$ cat src/rtl/edge_mono_debounce.sv
module edge_mono_debounce #(
  parameter int PW       = 16,
  parameter int PRESCALE = 2
) (
  input  logic          clk,
  input  logic          rst_n,
  input  logic          sw_n,
  input  logic          slow_tick,
  input  logic [PW-1:0] period,
  output logic          db_pulse,
  output logic          db_level,
  output logic [1:0]    led_code
);

  localparam int PSW = (PRESCALE > 1) ? $clog2(PRESCALE) : 1;
  localparam logic [PSW-1:0] PS_LAST = PSW'(PRESCALE - 1);

  logic sync_a, sync_b, sync_q;
  logic running;
  logic [PSW-1:0] pre;
  logic [PW-1:0]  cnt;
  logic pressed_seen;

  wire line_edge = sync_b ^ sync_q;
  wire scaled    = running && slow_tick && (pre == PS_LAST);
  wire expire    = running && (cnt == period);

  always_ff @(posedge clk or negedge rst_n) begin
    if (!rst_n) begin
      sync_a <= 1'b1;
      sync_b <= 1'b1;
      sync_q <= 1'b1;
    end else begin
      sync_a <= sw_n;
      sync_b <= sync_a;
      sync_q <= sync_b;
    end
  end

  always_ff @(posedge clk or negedge rst_n) begin
    if (!rst_n) begin
      running  <= 1'b0;
      pre      <= '0;
      cnt      <= '0;
      db_pulse <= 1'b0;
      db_level <= 1'b1;
    end else begin
      db_pulse <= 1'b0;
      if (line_edge) begin
        running <= 1'b1;
        pre     <= '0;
        cnt     <= '0;
      end else if (expire) begin
        running  <= 1'b0;
        pre      <= '0;
        cnt      <= '0;
        db_pulse <= 1'b1;
        db_level <= sync_b;
      end else if (running && slow_tick) begin
        pre <= scaled ? '0 : pre + 1'b1;
        if (scaled) cnt <= cnt + 1'b1;
      end
    end
  end

  always_ff @(posedge clk or negedge rst_n) begin
    if (!rst_n) begin
      led_code     <= 2'b00;
      pressed_seen <= 1'b0;
    end else if (db_pulse) begin
      if (!db_level) begin
        pressed_seen <= 1'b1;
      end else if (pressed_seen) begin
        pressed_seen <= 1'b0;
        led_code     <= led_code + 2'b01;
      end
    end
  end

endmodule

$ cat config.mk
export PLATFORM = sky130hd
export DESIGN_NAME = edge_mono_debounce
export DESIGN_NICKNAME = d
export VERILOG_FILES = /design/src/rtl/edge_mono_debounce.sv
export SDC_FILE = /design/constraint.sdc
export NUM_CORES = 1
export LEC_CHECK = 0
export BUFFER_PORTS_ARGS = -buffer_cell sky130_fd_sc_hd__buf_2
export CAP_MARGIN = 20
export CORE_AREA = 3 3 53 65
export DETAILED_ROUTE_END_ITERATION = 10
export DIE_AREA = 0 0 56 68
export PLACE_DENSITY_LB_ADDON = 0.05
export SKIP_CTS_REPAIR_TIMING = 1
export SLEW_MARGIN = 20
export SYNTH_ARGS = -nofsm -noshare
export SYNTH_HDL_FRONTEND = slang
export SYNTH_SLANG_ARGS = --single-unit
$ cat constraint.sdc
create_clock -name clk -period 1.45 [get_ports clk]
set_input_delay 0.2175 -clock clk [delete_from_list [all_inputs] [get_ports clk]]
set_output_delay 0.2175 -clock clk [all_outputs]
set_load 0.02 [all_outputs]
Yosys cells after proc, flatten, opt, wreduce, memory -nomap -nowiden
Cells that the tools add are included.
Widths: inputs -> output; s select.
Storage, ports and cells
  flip-flop bits (word level): 26
  bits of input ports: 20
  output and inout port bits: 4
Cells by class
  add/sub/neg operators: 3
  eq/ne operators: 1
  muxes and demuxes: 13
  bitwise logic cells: 2
  reductions and logical operators: 9
Operator list (count)
  $mux 16: 4
  $add 16x1->16 const B: 1
  $eq 16x16->1: 1
  $mux 1: 9
  $reduce_bool 3->1: 2
  $reduce_and 2->1: 2
  $logic_and 1x1->1: 3
  $reduce_and 3->1: 1
  $add 2x1->2 const B: 1
  $reduce_bool 2->1: 1
  $add 1x1->1 const B: 1
  $not 1->1: 1
  $xor 1x1->1: 1

Longest topological paths before layout
Gate-level depths: netlist of run 1.
  depth in word-level cells: 6
  gate-level depth with buffers: 7
  depth with buffers taken out: 5

Worst setup path after synthesis of run 1
OpenSTA, ideal clock, no wires.
  kind: flip-flop to flip-flop
  start: register cnt[6]
  end: register cnt[0]
  setup time: 119 ps
  arrival: 1456 ps
  required time: 1331 ps
  path slack: -125 ps
  stages on the path, launching flop included: 8
  path buffers: 2
  path through: dfrtp_1 > buf_6 > xor2_1 > nor4_4 > nand3_2 > o21bai_4 > buf_6 > nor2_1
On the way
  word-level cells in the longest chain between the ends: 4
Ends and longest elaborated chain
  start, declared: line 21  | logic [PW-1:0] cnt;
  start signal, assigned: line 61  | if (scaled) cnt <= cnt + 1'b1;
  $eq 16x16->1 *: line 26  | wire expire = running && (cnt == period);
  $logic_and 1x1->1 *: line 26
  $reduce_bool 3->1 (no line) / $mux 16 (equally long branches)
  $reduce_and 2->1 (no line) / $mux 16 (equally long branches)
Mark *: on every way between the ends. The rest lies on a longest branch, timed or not.
A chain may end at the register's enable or synchronous reset.

Final worst setup path of run 1
  start: register cnt[10]
  end: register db_level
On the way
  word-level cells in the longest chain between the ends: 3
Ends and longest elaborated chain
  $eq 16x16->1: line 26
  $logic_and 1x1->1: line 26
  $reduce_and 2->1 (no line)
  end signal, assigned: line 58  | db_level <= sync_b;
  end, declared: line 11  | output logic db_level,
No other way between the ends.

==> results of run 1 <==
[layout make-up]
type,count,area share
repair buffers,44,0.165
flip-flops and latches,26,0.373
clock buffers,3,0.0128
multi-input cells,101,0.403
clock inverters,1,0.0171
inverters,2,0.00428
well taps,34,0.0242
[through the flow]
| stage | cells | setup TNS [ns] | setup WS, ns | area [sq um] | util |
|---|---|---|---|---|---|
| after global placement | 205 | -2.50 | -0.140 | 1680 | 0.591 |
| after detailed placement | 205 | -2.52 | -0.153 | 1680 | 0.591 |
| after floorplan | 132 | -1.22 | -0.113 | 1390 | - |
| final | 211 | -2.45 | -0.150 | 1760 | 0.619 |
| after CTS | 209 | -3.15 | -0.184 | 1730 | 0.610 |
| after global routing | 211 | -3.74 | -0.217 | 1760 | 0.619 |
[power breakdown]
part	leakage, nW	total (mW)	internal [mW]	switching (mW)
clock network	0.0279	0.507	0.280	0.227
registers	0.343	0.752	0.742	0.00967
logic	0.458	0.164	0.0813	0.0826
total	0.828	1.42	1.10	0.319
[worst max-delay path, stage by stage, from the launching register on]
cell     delay, ns
dfrtp_1       0.43
xor2_2        0.18
nor4_4        0.32
nand3_2       0.17
o31a_1        0.27
o22a_1        0.19
[cells in the mapped netlist (3+ instances only)]
| library cell | number | share of area |
|---|---|---|
| nand4_1 | 6 | 0.027 |
| dfrtp_1 | 22 | 0.40 |
| xor2_1 | 24 | 0.15 |
| nor2_1 | 19 | 0.052 |
| nand2_1 | 12 | 0.033 |
| xnor2_1 | 11 | 0.070 |
| nor3_1 | 3 | 0.011 |
| nand3_1 | 6 | 0.022 |
| dfstp_2 | 4 | 0.076 |
| and3_1 | 4 | 0.018 |
[layer usage]
layer | track usage | vias up | wire length, um
met5 | 0 | - | 0
met4 | 0.0712 | 0 | 46
met3 | 0.0208 | 5 | 117
met2 | 0.269 | 24 | 1350
met1 | 0.197 | 472 | 1260
li1 | - | 531 | -
[logic make-up (layout without fill, tap and decap cells)]
group / after synthesis / in the layout / share of synthesized area
xor gates and xnor gates: 35 / 35 / 0.222
and+or+nand+nor: 59 / 59 / 0.229
DFF: 26 / 26 / 0.474
buffers and inverters: 5 / 50 / 0.0244
AOI/OAI and AO/OA: 5 / 5 / 0.0353
adders and majority gates: 1 / 1 / 0.00904
muxes: 1 / 1 / 0.00723
[worst paths after layout]
path	start	endpoint	slack, ns
worst max register to register	cnt[10]	db_level	-0.15
min in group asynchronous	rst_n	pressed_seen	0.38
worst min register to register	sync_a	sync_b	0.37
worst max-delay path	cnt[10]	db_level	-0.15
max in group asynchronous	rst_n	cnt[3]	0.68
worst min-delay path	slow_tick	pre	0.22
==> out/qor.txt, run 1 <==
run status - finished with violations
failing checks - negative setup slack
register area share after synthesis - 0.474
Pleak - 0.828 nW
count of distinct cell types in the synthesized netlist - 27
Net Count, Synth - 153
biggest regs - cnt (16), led_code (2)
WHS - 0.223 ns
Max Clock Freq - 625 MHz
CTS root buffer - clkbuf_4
initial antenna violation count - 0
MaxCap Viol Count - 0
synthesis-stage register bit count - 26
routability cong. - 0.809
crit end category - flip-flop
first-pass GRT wire length - 4510 um
CORE AREA - 2840 sq um
routed vias - 1032
CTS tree - yes
Hold Fails Final Rpt - 0
post-DP HPWL - 2170 um
Slew @ Worst Pin - 0.565 ns
clock latency on the worst-skew pair - 0.34 ns
Startpoint Class - flip-flop
critical path fanouts, max - 3
largest net degree at the start of global routing - 27
Clk pin slew, worst setup/hold paths - 0.15 ns
DRT antenna net count - 0
Slew Viols, Final - 0
Syn Area/Cell - 10.5 sq um
CP required - 1.74 ns
# diodes - 0
final period utilization - 1.10
register area - 656 sq um
Total Routing Usage GR - 0.156
num rows - 21
I/O Pins - 24
peak supply drop - 0.000514 V
clock buffer count from CTS - 3
Hold Path Stages - 4
Layout area overhead - 26.9%
fillers - 250
commonest cells after routing, fill and taps aside - xor2_1 (23), buf_2 (23), dfrtp_1 (22), nor2_1 (19), buf_4 (18)
WL/cell - 13.1 um
layout cells sized above 1 - 0.328
drt drc - 0
Ys Warns - 0
post-synthesis cell area - 1380 sq um
largest register by flop count - cnt
Buffers on Ports - 23
cell count after synthesis - 132
max reg flops - 16
worst setup path class - flip-flop to flip-flop
fin nets - 199
area of the multi-input gates - 707 sq um
prevailing post-synth register cell - dfrtp_1
H-tree Lvls - 1
Setup WS post-layout - -0.150 ns
Post-synth ARST share - 1.00
RSZ-0062 raised after global routing - yes
CTS sink cnt - 26
Tot Pwr - 1.42 mW
Remaining Overflow, GRT - 0
Slew HR - 0.623
worst min-delay path class - input port to flip-flop
FF-to-FF path depth - 5
EDFF count, synth - 0
detailed-router iteration count before antenna repair - 4
chip width - 56 um
Finish-stage setup viols - 19
CP Data Arrival Time - 1.89 ns
Die H - 68 um
Pwr Density - 810 nW/um^2
Initial Utilization - 0.488
vias in the first global route - 1043
final setup skew - 0.0101 ns
clock buffer depth - 2
DRT Wirelength - 2770 um
Initial DRC Count - 24
min Tclk post-route - 1.60 ns
vias per cell - 4.89
Die Footprint - 3810 sq um
Note: power is estimated with default switching activity, not from simulation.
==> run 2, diff against run 1 <==
--- a/config.mk
+++ b/config.mk
@@ -7,9 +7,9 @@
 export LEC_CHECK = 0
 export BUFFER_PORTS_ARGS = -buffer_cell sky130_fd_sc_hd__buf_2
 export CAP_MARGIN = 20
-export CORE_AREA = 3 3 53 65
+export CORE_AREA = 3 3 51 62
 export DETAILED_ROUTE_END_ITERATION = 10
-export DIE_AREA = 0 0 56 68
+export DIE_AREA = 0 0 54 65
 export PLACE_DENSITY_LB_ADDON = 0.05
 export SKIP_CTS_REPAIR_TIMING = 1
 export SLEW_MARGIN = 20
==> constraint.sdc (replaced) <==
create_clock -name clk -period 2.05 [get_ports clk]
set_input_delay 0.1025 -clock clk [delete_from_list [all_inputs] [get_ports clk]]
set_output_delay 0.1025 -clock clk [all_outputs]
set_load 0.02 [all_outputs]
==> run 2 against run 1 <==
The flow now finishes without violations; first-iteration DRC count shrank 46%; count of clock-buffer cells in the layout rose by 1; core utilization fell by 0.94 points; sequential share of layout area is 4.4 points higher; critical path depth is the same; cell count is 9.5% lower; routed wire length shrank 5.1%; die area is 7.8% lower; critical endpoint is now cnt[7]; largest cell class unchanged; largest power group unchanged.
==> out/qor.txt, run 2 (synthesis results as in run 1) <==
H-tree Lvls - 1
clock buffer depth - 2
register area - 656 sq um
Max Clock Freq - 546 MHz
WP buf/inv - 0
Startpoint Class - flip-flop
crit-path cells - xor2_1 -> nor4_2 -> nand3_2 -> o21bai_4 -> nor2_1
post-placement cell count - 185
biggest regs - cnt (16), led_code (2)
routed vias - 1003
layout cells sized above 1 - 0.234
# diodes - 0
Pwr Density - 568 nW/um^2
Tot Pwr - 893 uW
min Tclk post-route - 1.83 ns
drt drc - 0
FF-to-FF path depth - 5
Max stage delay cell, worst path - dfrtp_1
commonest cells after routing, fill and taps aside - xor2_1 (24), buf_2 (23), dfrtp_1 (22), nor2_1 (19), nand2_1 (12)
critical path depth - 5
crit end category - flip-flop
Initial Utilization - 0.537
Placed Area - 1510 sq um
HP Start - slow_tick
Pleak - 0.722 nW
post-DP HPWL - 2070 um
Die H - 65 um
fin util - 0.609
clock buffer count from CTS - 3
DRT Wirelength - 2630 um
Buffers on Ports - 23
vias per cell - 5.25
Final Non-Filler Cells - 191
CTS root buffer - clkbuf_4
Clk pin slew, worst setup/hold paths - 0.14 ns
CP required - 2.26 ns
RR Endpoint - cnt[7]
CTS tree - yes
dpl ws - 0.216 ns
final period utilization - 0.893
detailed-router iteration count before antenna repair - 4
WHS Endpoint - pre
Total Routing Usage GR - 0.178
clock latency on the worst-skew pair - 0.33 ns
Design Area, Final - 1570 sq um
initial antenna violation count - 0
worst setup path class - flip-flop to flip-flop
max reg flops - 16
CP Data Arrival Time - 2.04 ns
delay of the slowest cell on the worst path - 0.45 ns
largest net degree at the start of global routing - 27
reg-to-reg startpoint - cnt[12]
I/O Pins - 24
critical path fanouts, max - 17
Die Footprint - 3510 sq um
r2r setup slk - 0.22 ns
worst min-delay path class - input port to flip-flop
CTS sink cnt - 26
vias in the first global route - 1044
Setup WS post-layout - 0.219 ns
fin nets - 180
chip width - 54 um
num rows - 20
largest register by flop count - cnt
WL/cell - 13.8 um
DRT antenna net count - 0
Hold Fails Final Rpt - 0
Sum Neg Setup Slack - 0 ns
Slew Viols, Final - 0
Layout area overhead - 13.5%
Initial DRC Count - 13
final setup skew - 0.00311 ns
Remaining Overflow, GRT - 0
first-pass GRT wire length - 4530 um
peak supply drop - 0.000419 V
Hold Path Stages - 4
run status - complete, no violations
RSZ-0062 raised after global routing - no
commonest non-fill, non-tap cell in the layout - xor2_1
Finish-stage setup viols - 0
routability cong. - 0.761
Slew @ Worst Pin - 0.575 ns
fillers - 227
WHS - 0.120 ns
CORE AREA - 2580 sq um
Slew HR - 0.616
MaxCap Viol Count - 0
cell family with most CP delay - simple AND/OR/NAND/NOR gates
area of the multi-input gates - 694 sq um
==> run 2: cell count changes in the layout (fill, tap and decap cells not counted), sizes merged <==
cell	change
buf	-19
bufinv	-1
clkbuf	+1
==> run 2: power by group <==
group,total (mW),internal [mW],switching [mW]
combinational,0.0929,0.0403,0.0525
clock,0.265,0.109,0.157
sequential,0.534,0.525,0.00959
total,0.893,0.674,0.219
==> run 2: worst max path at each step <==
stage,end,from,slack (ns)
2_1_floorplan,cnt[0],cnt[6],0.48
4_1_cts,cnt[7],cnt[12],0.17
6_report,cnt[7],cnt[12],0.22
5_1_grt,cnt[7],cnt[12],0.07
3_5_place_dp,cnt[10],cnt[12],0.22
3_3_place_gp,cnt[5],cnt[0],0.26
==> run 2: layer usage <==
layer	part of all wire	wire length (um)	vias to the layer above	global-route usage
li1	-	-	490	-
met1	0.42	1090	489	0.218
met2	0.52	1380	20	0.295
met3	0.044	117	4	0.0207
met4	0.016	42	0	0.0935
met5	0	0	-	0
==> run 2: area by class of cell <==
cell class	instances	area share
multi-input cells	101	0.442
flip-flops and latches	26	0.418
repair buffers	25	0.0861
well taps	33	0.0263
clock buffers	4	0.0231
inverters	2	0.00478
==> run 2: tightest hold or removal path: cells and delay by family <==
family,cells,cell delay [ns]
XOR/XNOR,1,0.06
buffers and inverters,1,0.11
AND/OR/NAND/NOR,2,0.14
